<file path="src/rtl/dma_regs_pkg.sv">
// Package dma_regs_pkg: port offsets, mode-field bit positions and the
// decoded-access structure shared by the register-file modules.
package dma_regs_pkg;
    localparam int DATA_W = 8;
    localparam int REG_W  = 2 * DATA_W;
    localparam int MODE_W = 6;
    localparam int OFS_W  = 4;

    localparam logic [OFS_W-1:0] OFS_CMD     = 4'h8;
    localparam logic [OFS_W-1:0] OFS_MASK1   = 4'hA;
    localparam logic [OFS_W-1:0] OFS_MODE    = 4'hB;
    localparam logic [OFS_W-1:0] OFS_CLRPTR  = 4'hC;
    localparam logic [OFS_W-1:0] OFS_MCLR    = 4'hD;
    localparam logic [OFS_W-1:0] OFS_CLRMASK = 4'hE;
    localparam logic [OFS_W-1:0] OFS_ALLMASK = 4'hF;

    // bit positions inside the stored 6-bit mode field (data bits 7:2)
    localparam int MODE_AUTO_BIT = 2;
    localparam int MODE_DEC_BIT  = 3;

    typedef struct packed {
        logic       byte_acc;
        logic       chan_wr;
        logic       is_cnt;
        logic [1:0] chan;
        logic       cmd_wr;
        logic       stat_rd;
        logic       mask1_wr;
        logic       mode_wr;
        logic       clr_ptr;
        logic       mclr;
        logic       clr_masks;
        logic       all_mask_wr;
    } dec_t;
endpackage

</file>
<file path="src/rtl/dma_port_decode.sv">
// Module dma_port_decode: turns the port offset and strobes into one
// decoded access. Assumes at most one strobe is high per cycle.
module dma_port_decode
    import dma_regs_pkg::*;
(
    input  logic [OFS_W-1:0] io_addr,
    input  logic             io_wr,
    input  logic             io_rd,
    output dec_t             dec
);
    // Purpose: classify the current bus access.
    always_comb begin
        dec        = '0;
        dec.chan   = io_addr[2:1];
        dec.is_cnt = io_addr[0];
        if (!io_addr[3]) begin
            dec.chan_wr  = io_wr;
            dec.byte_acc = io_wr | io_rd;
        end else begin
            case (io_addr)
                OFS_CMD: begin
                    dec.cmd_wr  = io_wr;
                    dec.stat_rd = io_rd;
                end
                OFS_MASK1:   dec.mask1_wr    = io_wr;
                OFS_MODE:    dec.mode_wr     = io_wr;
                OFS_CLRPTR:  dec.clr_ptr     = io_wr;
                OFS_MCLR:    dec.mclr        = io_wr;
                OFS_CLRMASK: dec.clr_masks   = io_wr;
                OFS_ALLMASK: dec.all_mask_wr = io_wr;
                default: ;
            endcase
        end
    end
endmodule

</file>
<file path="src/rtl/dma_chan_slot.sv">
// Module dma_chan_slot: base/current address and count for one channel.
// Host byte writes load base and current together and take precedence over
// an engine step on the same register. A step at count 0 flags terminal
// count and, with auto-initialise, reloads the current copies from base.
module dma_chan_slot
    import dma_regs_pkg::*;
(
    input  logic              clk,
    input  logic              rst_n,
    input  logic              addr_wr,
    input  logic              cnt_wr,
    input  logic              hi_sel,
    input  logic [DATA_W-1:0] wdata,
    input  logic              step,
    input  logic              dec_mode,
    input  logic              auto_init,
    output logic [REG_W-1:0]  cur_addr,
    output logic [REG_W-1:0]  cur_cnt,
    output logic              tc_hit
);
    logic [REG_W-1:0] base_addr, base_cnt;
    logic [REG_W-1:0] addr_merge, cnt_merge;
    logic             reload;

    // Purpose: place the written byte into the selected half of the base value.
    always_comb begin
        addr_merge = hi_sel ? {wdata, base_addr[DATA_W-1:0]} : {base_addr[REG_W-1:DATA_W], wdata};
        cnt_merge  = hi_sel ? {wdata, base_cnt[DATA_W-1:0]}  : {base_cnt[REG_W-1:DATA_W], wdata};
        tc_hit     = step && !cnt_wr && (cur_cnt == '0);
        reload     = tc_hit && auto_init;
    end

    // Purpose: address registers, host write over step.
    always_ff @(posedge clk) begin
        if (!rst_n) begin
            base_addr <= '0;
            cur_addr  <= '0;
        end else if (addr_wr) begin
            base_addr <= addr_merge;
            cur_addr  <= addr_merge;
        end else if (reload) begin
            cur_addr  <= base_addr;
        end else if (step) begin
            cur_addr  <= dec_mode ? cur_addr - 1'b1 : cur_addr + 1'b1;
        end
    end

    // Purpose: count registers, host write over step.
    always_ff @(posedge clk) begin
        if (!rst_n) begin
            base_cnt <= '0;
            cur_cnt  <= '0;
        end else if (cnt_wr) begin
            base_cnt <= cnt_merge;
            cur_cnt  <= cnt_merge;
        end else if (reload) begin
            cur_cnt  <= base_cnt;
        end else if (step) begin
            cur_cnt  <= cur_cnt - 1'b1;
        end
    end
endmodule

</file>
<file path="src/rtl/dma_ctrl_regs.sv">
// Module dma_ctrl_regs: shared byte pointer, masks, modes, command byte and
// terminal-count flags. Master clear resets all of them except addresses.
module dma_ctrl_regs
    import dma_regs_pkg::*;
#(
    parameter int NCH = 4
) (
    input  logic                  clk,
    input  logic                  rst_n,
    input  dec_t                  dec,
    input  logic [DATA_W-1:0]     wdata,
    input  logic [NCH-1:0]        tc_hit,
    output logic                  ptr_hi,
    output logic [NCH-1:0]        chan_mask,
    output logic [NCH*MODE_W-1:0] chan_mode,
    output logic [DATA_W-1:0]     cmd_reg,
    output logic [NCH-1:0]        tc_flags
);
    localparam int CHW = $clog2(NCH);
    logic [CHW-1:0] sel;

    // Purpose: channel selected by a mask or mode write.
    always_comb sel = wdata[CHW-1:0];

    // Purpose: byte pointer, toggled by each channel-register byte access.
    always_ff @(posedge clk) begin
        if (!rst_n || dec.mclr || dec.clr_ptr) ptr_hi <= 1'b0;
        else if (dec.byte_acc)                 ptr_hi <= ~ptr_hi;
    end

    // Purpose: per-channel mask bits.
    always_ff @(posedge clk) begin
        if (!rst_n || dec.mclr)   chan_mask      <= '1;
        else if (dec.clr_masks)   chan_mask      <= '0;
        else if (dec.all_mask_wr) chan_mask      <= wdata[NCH-1:0];
        else if (dec.mask1_wr)    chan_mask[sel] <= wdata[2];
    end

    // Purpose: per-channel mode fields from data bits 7:2.
    always_ff @(posedge clk) begin
        if (!rst_n || dec.mclr) chan_mode <= '0;
        else if (dec.mode_wr)   chan_mode[sel*MODE_W +: MODE_W] <= wdata[DATA_W-1:2];
    end

    // Purpose: command byte.
    always_ff @(posedge clk) begin
        if (!rst_n || dec.mclr) cmd_reg <= '0;
        else if (dec.cmd_wr)    cmd_reg <= wdata;
    end

    // Purpose: terminal-count flags, cleared by a status read, set wins.
    always_ff @(posedge clk) begin
        if (!rst_n || dec.mclr) tc_flags <= '0;
        else tc_flags <= (tc_flags & ~{NCH{dec.stat_rd}}) | tc_hit;
    end
endmodule

</file>
<file path="src/rtl/dma_chan_regs.sv">
// Module dma_chan_regs: top of the host register file for a four-channel
// DMA controller. Ties decode, control registers and channel slots together
// and forms the read data. Assumes NCH = 4 so that the channel ports fill
// offsets 0..7 and status fits one byte.
module dma_chan_regs
    import dma_regs_pkg::*;
#(
    parameter int NCH = 4
) (
    input  logic                  clk,
    input  logic                  rst_n,
    input  logic [OFS_W-1:0]      io_addr,
    input  logic                  io_wr,
    input  logic                  io_rd,
    input  logic [DATA_W-1:0]     io_wdata,
    output logic [DATA_W-1:0]     io_rdata,
    input  logic [NCH-1:0]        xfer_step,
    input  logic [NCH-1:0]        dreq,
    output logic [NCH-1:0]        chan_mask,
    output logic [NCH*MODE_W-1:0] chan_mode,
    output logic [DATA_W-1:0]     cmd_reg,
    output logic [NCH*REG_W-1:0]  cur_addr_bus,
    output logic [NCH*REG_W-1:0]  cur_cnt_bus
);
    dec_t             dec;
    logic             ptr_hi;
    logic [NCH-1:0]   tc_flags;
    logic [NCH-1:0]   tc_hit;
    logic [REG_W-1:0] cur_addr_q [NCH];
    logic [REG_W-1:0] cur_cnt_q  [NCH];

    dma_port_decode u_dec (
        .io_addr (io_addr),
        .io_wr   (io_wr),
        .io_rd   (io_rd),
        .dec     (dec)
    );

    dma_ctrl_regs #(.NCH(NCH)) u_ctrl (
        .clk       (clk),
        .rst_n     (rst_n),
        .dec       (dec),
        .wdata     (io_wdata),
        .tc_hit    (tc_hit),
        .ptr_hi    (ptr_hi),
        .chan_mask (chan_mask),
        .chan_mode (chan_mode),
        .cmd_reg   (cmd_reg),
        .tc_flags  (tc_flags)
    );

    for (genvar i = 0; i < NCH; i++) begin : g_chan
        logic sel_me;
        assign sel_me = dec.chan_wr && (dec.chan == i[1:0]);
        dma_chan_slot u_slot (
            .clk       (clk),
            .rst_n     (rst_n),
            .addr_wr   (sel_me && !dec.is_cnt),
            .cnt_wr    (sel_me && dec.is_cnt),
            .hi_sel    (ptr_hi),
            .wdata     (io_wdata),
            .step      (xfer_step[i]),
            .dec_mode  (chan_mode[i*MODE_W + MODE_DEC_BIT]),
            .auto_init (chan_mode[i*MODE_W + MODE_AUTO_BIT]),
            .cur_addr  (cur_addr_q[i]),
            .cur_cnt   (cur_cnt_q[i]),
            .tc_hit    (tc_hit[i])
        );
        assign cur_addr_bus[i*REG_W +: REG_W] = cur_addr_q[i];
        assign cur_cnt_bus[i*REG_W +: REG_W]  = cur_cnt_q[i];
    end

    // Purpose: read data mux; channel byte by pointer, status at 0x8.
    always_comb begin
        logic [REG_W-1:0] word;
        word     = dec.is_cnt ? cur_cnt_q[dec.chan] : cur_addr_q[dec.chan];
        io_rdata = '0;
        if (io_rd) begin
            if (!io_addr[3])    io_rdata = ptr_hi ? word[REG_W-1:DATA_W] : word[DATA_W-1:0];
            else if (dec.stat_rd) io_rdata = {dreq, tc_flags};
        end
    end
endmodule

</file>
<file path="config.mk">
export PLATFORM = sky130hd
export DESIGN_NAME = dma_chan_regs
export DESIGN_NICKNAME = d
export VERILOG_FILES = /design/src/rtl/dma_regs_pkg.sv /design/src/rtl/dma_port_decode.sv /design/src/rtl/dma_chan_slot.sv /design/src/rtl/dma_ctrl_regs.sv /design/src/rtl/dma_chan_regs.sv
export SDC_FILE = /design/constraint.sdc
export NUM_CORES = 1
export LEC_CHECK = 0
export BUFFER_PORTS_ARGS = -buffer_cell sky130_fd_sc_hd__buf_4
export CAP_MARGIN = 30
export CELL_PAD_IN_SITES_DETAIL_PLACEMENT = 1
export CELL_PAD_IN_SITES_GLOBAL_PLACEMENT = 1
export CORE_ASPECT_RATIO = 0.5
export CORE_UTILIZATION = 45
export DETAILED_ROUTE_END_ITERATION = 16
export PLACE_DENSITY = 0.92
export SETUP_SLACK_MARGIN = 0.5
export SLEW_MARGIN = 15
export SYNTH_ARGS = -nofsm -noshare
export SYNTH_HDL_FRONTEND = slang
export SYNTH_HIERARCHICAL = 1
export SYNTH_SLANG_ARGS = --single-unit
</file>
<file path="constraint.sdc">
create_clock -name clk -period 3.8 [get_ports clk]
set_clock_uncertainty 0.2 [all_clocks]
set_input_delay 0.57 -clock clk [delete_from_list [all_inputs] [get_ports clk]]
set_output_delay 0.57 -clock clk [all_outputs]
set_load 0.02 [all_outputs]
</file>
### Yosys cells after proc, flatten, opt, wreduce, memory -nomap -nowiden

Index checks and enable logic that the tools add are counted.
Widths: inputs -> output; s select.

* register bits: 297
* bits of input ports: 24
* logic and storage cells: 166

* add/subtract/negate cells: 13
* $mul: 1
* order comparisons: 3
* eq/ne operators: 10
* shift-type cells: 2
* multiplexer cells: 63
* bitwise logic cells: 6
* reduce and logical (&&, ||, !) cells: 47

Operator list (number)
* $mux 16: 41
* $sub 16x1->16 const B: 8
* $add 16x1->16 const B: 4
* $bmux 16 s2: 2
* $logic_not 16->1: 4
* $mux 8: 5
* $neg 5->34: 1
* $shift 6x34->24 const A: 1
* $shiftx 6x34->24: 1
* $eq 4x4->1 const B: 7
* $reduce_bool 3->1: 9
* $logic_and 1x1->1: 25
* $bwmux 24: 1
* $mux 4: 3
* $mux 1: 7
* $logic_not 1->1: 6
* $and 4x4->4: 1
* $bwmux 4: 1
* $eq 2x2->1 const B: 2
* $mul 2x2->4 const B: 1
* $mux 2: 2
* $not 4->4: 1
* $or 4x4->4: 1
* $ge 3x3->1 const B: 1
* 9 further kinds: 10

### Logic depth before layout (Yosys ltp)

* depth after elaboration: 10
* gate-level depth with buffers: 14
* depth with buffers taken out: 9

### Hierarchy

The synthesis kept the hierarchy.

By module, submodules not included
* dma_chan_slot: times used 4, cells an instance 525, area each 4160.2 um2
* dma_ctrl_regs: times used 1, cells an instance 198, area each 1896.8 um2
* dma_chan_regs: times used 1, cells an instance 150, area each 1346.3 um2
* dma_port_decode: times used 1, cells an instance 20, area each 110.1 um2

### Worst setup path after synthesis

Ideal clock, no wire load.

* path kind: input to register
* start: input io_addr[2]
* end: register g_chan[0].u_slot.cur_cnt[3]
* setup time: 123 ps
* arrival time: 2663 ps
* data required time: 3477 ps
* slack: 814 ps
* stages: 13
* cell sequence: buf_4 > buf_6 > buf_6 > buf_2 > nand2b_1 > nor2_1 > nor2b_1 > and4_1 > nand3_2 > buf_2 > or3_1 > o221ai_1 > o22ai_1

* word-level cells in the longest chain between the ends: 9
* elaborated cells on any way between the ends: 10
* classes of those cells: mux: 2; reduce/logical: 8

RTL lines
* start: declaration: line dma_chan_regs.sv:12 `input logic [OFS_W-1:0] io_addr,`
* $logic_not 2->1 (*): line dma_chan_regs.sv:54 `assign sel_me = dec.chan_wr && (dec.chan == i[1:0]);`
* $logic_and 1x1->1 (*): line dma_chan_regs.sv:54
* $logic_and 1x1->1 (*): line dma_chan_regs.sv:59 `.cnt_wr (sel_me && dec.is_cnt),`
* $logic_not 1->1: line dma_chan_slot.sv:29 `tc_hit = step && !cnt_wr && (cur_cnt == '0);`
* $logic_and 1x1->1 (2 in series): line dma_chan_slot.sv:29
* $logic_and 1x1->1: line dma_chan_slot.sv:30 `reload = tc_hit && auto_init;`
* $mux 16: line dma_chan_slot.sv:56 `end else if (reload) begin`
* $mux 16: line dma_chan_slot.sv:53 `end else if (cnt_wr) begin`
* end signal: assignment: line dma_chan_slot.sv:55 `cur_cnt <= cnt_merge;`
* end signal: assignment: line dma_chan_slot.sv:57 `cur_cnt <= base_cnt;`
* end signal: assignment: line dma_chan_slot.sv:59 `cur_cnt <= cur_cnt - 1'b1;`
* end: declaration: line dma_chan_slot.sv:18 `output logic [REG_W-1:0] cur_cnt,`

Mark *: on every way between the ends. The rest lies on a longest branch, timed or not.
A chain may end at the register's enable or synchronous reset.

### Worst setup path after layout

* start: register g_chan[2].u_slot.cur_addr[11]
* end: output io_rdata[3]

* word-level cells in the longest chain between the ends: 7

RTL lines
* start: declaration: line dma_chan_slot.sv:17 `output logic [REG_W-1:0] cur_addr,`
* start signal: assignment: line dma_chan_slot.sv:40 `cur_addr <= addr_merge;`
* start signal: assignment: line dma_chan_slot.sv:42 `cur_addr <= base_addr;`
* start signal: assignment: line dma_chan_slot.sv:44 `cur_addr <= dec_mode ? cur_addr - 1'b1 : cur_addr + 1'b1;`
* $bmux 16 s2: line dma_chan_regs.sv:76 `word = dec.is_cnt ? cur_cnt_q[dec.chan] : cur_addr_q[dec.chan];`
* $mux 16 (implied by the code) (2 in series): line dma_chan_regs.sv:76
* $mux 16: line dma_chan_regs.sv:76
* $mux 8 (2 in series): line dma_chan_regs.sv:79 `if (!io_addr[3]) io_rdata = ptr_hi ? word[REG_W-1:DATA_W] : word[DATA_W-1:0];`
* $mux 8: line dma_chan_regs.sv:78 `if (io_rd) begin`
* end: declaration: line dma_chan_regs.sv:16 `output logic [DATA_W-1:0] io_rdata,`

No other way between the ends. The select of a mux whose other input is x is not followed.

==> impl_metrics.ini <==
[final_layout]
final_common_cell = nand2_1
drive_above_1_share_pct = 16.38
multiInputGateArea_mm2 = 0.01306
n_fill_cell = 5248
layout.cells.non_filler = 3190
final_cell_area_mm2 = 0.02288
syn2layout_area_growth_pct = 14.42
seq_area_mm2 = 0.005953
nets = 2676
layout.cells.most_common_list = 295 x nand2_1, 293 x dfxtp_1, 254 x buf_4
final_core_util_pct = 52.34

[place]
dp.cells = 3132
gp_congestion = 0.9746
numPortBuffers = 195
placed_area_mm2 = 0.02183
dp_hpwl_um = 59500

[grt]
antenna_found_initial = 5
grt-ovfl-total = 0
grt_max_degree = 110
grt_pass1_wl_um = 130000
grt_usage_pct = 36.86
grt_pass1_vias = 21567

[clock_tree]
clkSinkCount = 297
cts_root_buffer = clkbuf_16
cts_buffers = 30
clkTransAtPathRegs_ns = 0.07
post_cts_resized = 3
cts_tree = done
clock_path_buffers = 3
worstSkewPairLatency_ns = 0.59
postCtsSetupBuffers = 0
htree_levels = 1
cts_hold_buffers = 0

[power]
powerDensity_mw_per_mm2 = 402.4
p_total_w = 0.009207
ir_drop_v = 0.0003329
cellLeakagePower_nw = 8.776

[timing]
fin_tns_setup_ns = 0
fmax_ghz = 0.3011
fin_crit_sh_pct = 87.39
fin_crit_ns = 3.321
rsz0062_at_grt = true
setup_viol = 0
tightest_slew_ns = 0.9102
relSlewSlack_pct = 38.99
final_max_slew_viol_count = 0
finalHoldViolations = 0

[worst_setup_path]
startpoint_type = register
criticalPathCategory = register to primary output
required_ns = 3.03
worst_setup_path_end_kind = primary output
path_max_fanout = 5
worstPathArrival_ns = 2.55

[detailed_routing]
viasPerCell = 6.804
drt-pass1-iter-count = 6
vias = 21706
drt_first_iter_violations = 2666
drc = 0
antenna_left = 0
routed_wl_um = 86580
routedWlPerCell_um = 27.14

[synth]
synth_edf_count = 0
synth_area_per_cell_um2 = 8.101
yosysSeqAreaShare_pct = 29.74
syn-cell-area_mm2 = 0.01999
asyncSetResetFlopFracSynth_pct = 0
synth_seq_cells = 297
synth_flop_cell = dfxtp_1
synthCells = 2468
synth_cell_type_count = 91
synth.yosys.warnings = 6
synth_fp_nets = 2567

[floorplan]
start_util_pct = 45.74
die_y_um = 151.1
die_area_mm2 = 0.04533
num_io_pins = 196
row_count = 54
die_width_um = 300.1
coreArea_mm2 = 0.04371

[status]
status = finished, final reports clean

[min_path]
hold_path_class = input pin to register

[job]
maxCapViolations = 0
==> cell families after synthesis <==
kind of cell | share of synthesized area (%)
AND/OR/NAND/NOR | 22.86
AO/OA/AOI/OAI | 23.96
flip-flops | 29.74
buffers and inverters | 5.094
multiplexers | 10.83
adder cells (fa/ha/maj) | 4.844
XOR/XNOR | 2.672
==> final timing paths <==
check	slack, ns	cells past startpoint	end	start
hold reg to reg	0.28	2	g_chan[1].u_slot/base_cnt[8]$_SDFFE_PN0P_	g_chan[1].u_slot/base_cnt[8]$_SDFFE_PN0P_
setup reg to reg	0.73	7	g_chan[3].u_slot/cur_addr[13]$_SDFFE_PN0P_	u_ctrl/chan_mode[21]$_SDFFE_PP0P_
setup / recovery	0.48	5	io_rdata[3]	g_chan[2].u_slot/cur_addr[11]$_SDFFE_PN0P_
hold / removal	0.21	4	u_ctrl/ptr_hi$_SDFFE_PP0P_	io_addr[3]
==> report_power, final <==
group | internal [W] | switching, W | total (W)
clock network | 0.00177 | 0.00144 | 0.00321
registers | 0.00327 | 0.000449 | 0.00372
logic | 0.000879 | 0.00140 | 0.00228
total | 0.00592 | 0.00329 | 0.00921
==> routing by layer <==
metal / wire, µm / part of all wire, % / track usage, % / vias to the layer above
li1: - / - / - / 9428
met1: 34460 / 40 / 46.62 / 10737
met2: 39190 / 45 / 59.99 / 1218
met3: 8833 / 10 / 8.678 / 317
met4: 4050 / 4.7 / 16.51 / 6
met5: 41 / 0.047 / 0 / -
==> area by class of cell <==
cell class / count / area share, %
Timing Repair Buffer: 257 / 8.575
Tap cell: 588 / 3.216
Multi-Input combinational cell: 1952 / 57.09
Clock inverter: 16 / 0.7766
Inverter: 39 / 0.6399
Antenna cell: 1 / 0.01094
Clock buffer: 40 / 3.670
Sequential cell: 297 / 26.02
==> cell usage after synthesis (all sizes together), types with 8 or more instances <==
master | number | area [µm²]
o22ai | 35 | 219.0
nor3b | 19 | 147.6
o22a | 8 | 70.07
o211ai | 33 | 247.7
a2111oi | 12 | 125.1
a221oi | 28 | 295.3
xor2 | 16 | 140.1
buf | 63 | 432.9
nor4 | 21 | 181.4
nor2b | 30 | 187.7
and2 | 16 | 100.1
or3 | 16 | 120.1
mux2 | 35 | 401.6
ha | 71 | 888.4
xnor2 | 45 | 394.1
dfxtp | 297 | 5946
clkbuf | 117 | 439.2
o31ai | 25 | 187.7
inv | 35 | 131.4
o221ai | 24 | 210.2
a21o | 22 | 165.2
mux4 | 10 | 232.7
nand2 | 296 | 1114
nand3 | 145 | 745.7
o21a | 8 | 60.06
a21oi | 254 | 1275
nor2 | 180 | 685.7
a211oi | 35 | 282.8
nor3 | 54 | 345.3
nand4 | 24 | 210.2
o2111ai | 17 | 148.9
o21ai | 99 | 495.5
nand2b | 40 | 250.2
a31oi | 10 | 62.56
o32ai | 12 | 105.1
o311a | 8 | 80.08
mux2i | 153 | 1531
a21boi | 11 | 82.58
and3 | 19 | 118.9
a32o | 8 | 80.08
o311ai | 22 | 192.7
==> stage by stage <==
step	setup slack, ns	hold slack, ns
2_1_floorplan	0.8143	0.2455
3_3_place_gp	0.5111	0.2490
3_5_place_dp	0.4193	0.2583
4_1_cts	0.5186	0.1881
5_1_grt	0.4592	0.2277
6_report	0.4791	0.2112
==> critical path, stage by stage (launching register included) <==
cell and delay [ns]:
dfxtp_1 0.67, mux4_2 0.35, nor2_1 0.06, a2111oi_2 0.45, a221o_1 0.25, buf_4 0.17
Note: power is estimated with default switching activity, not from simulation.
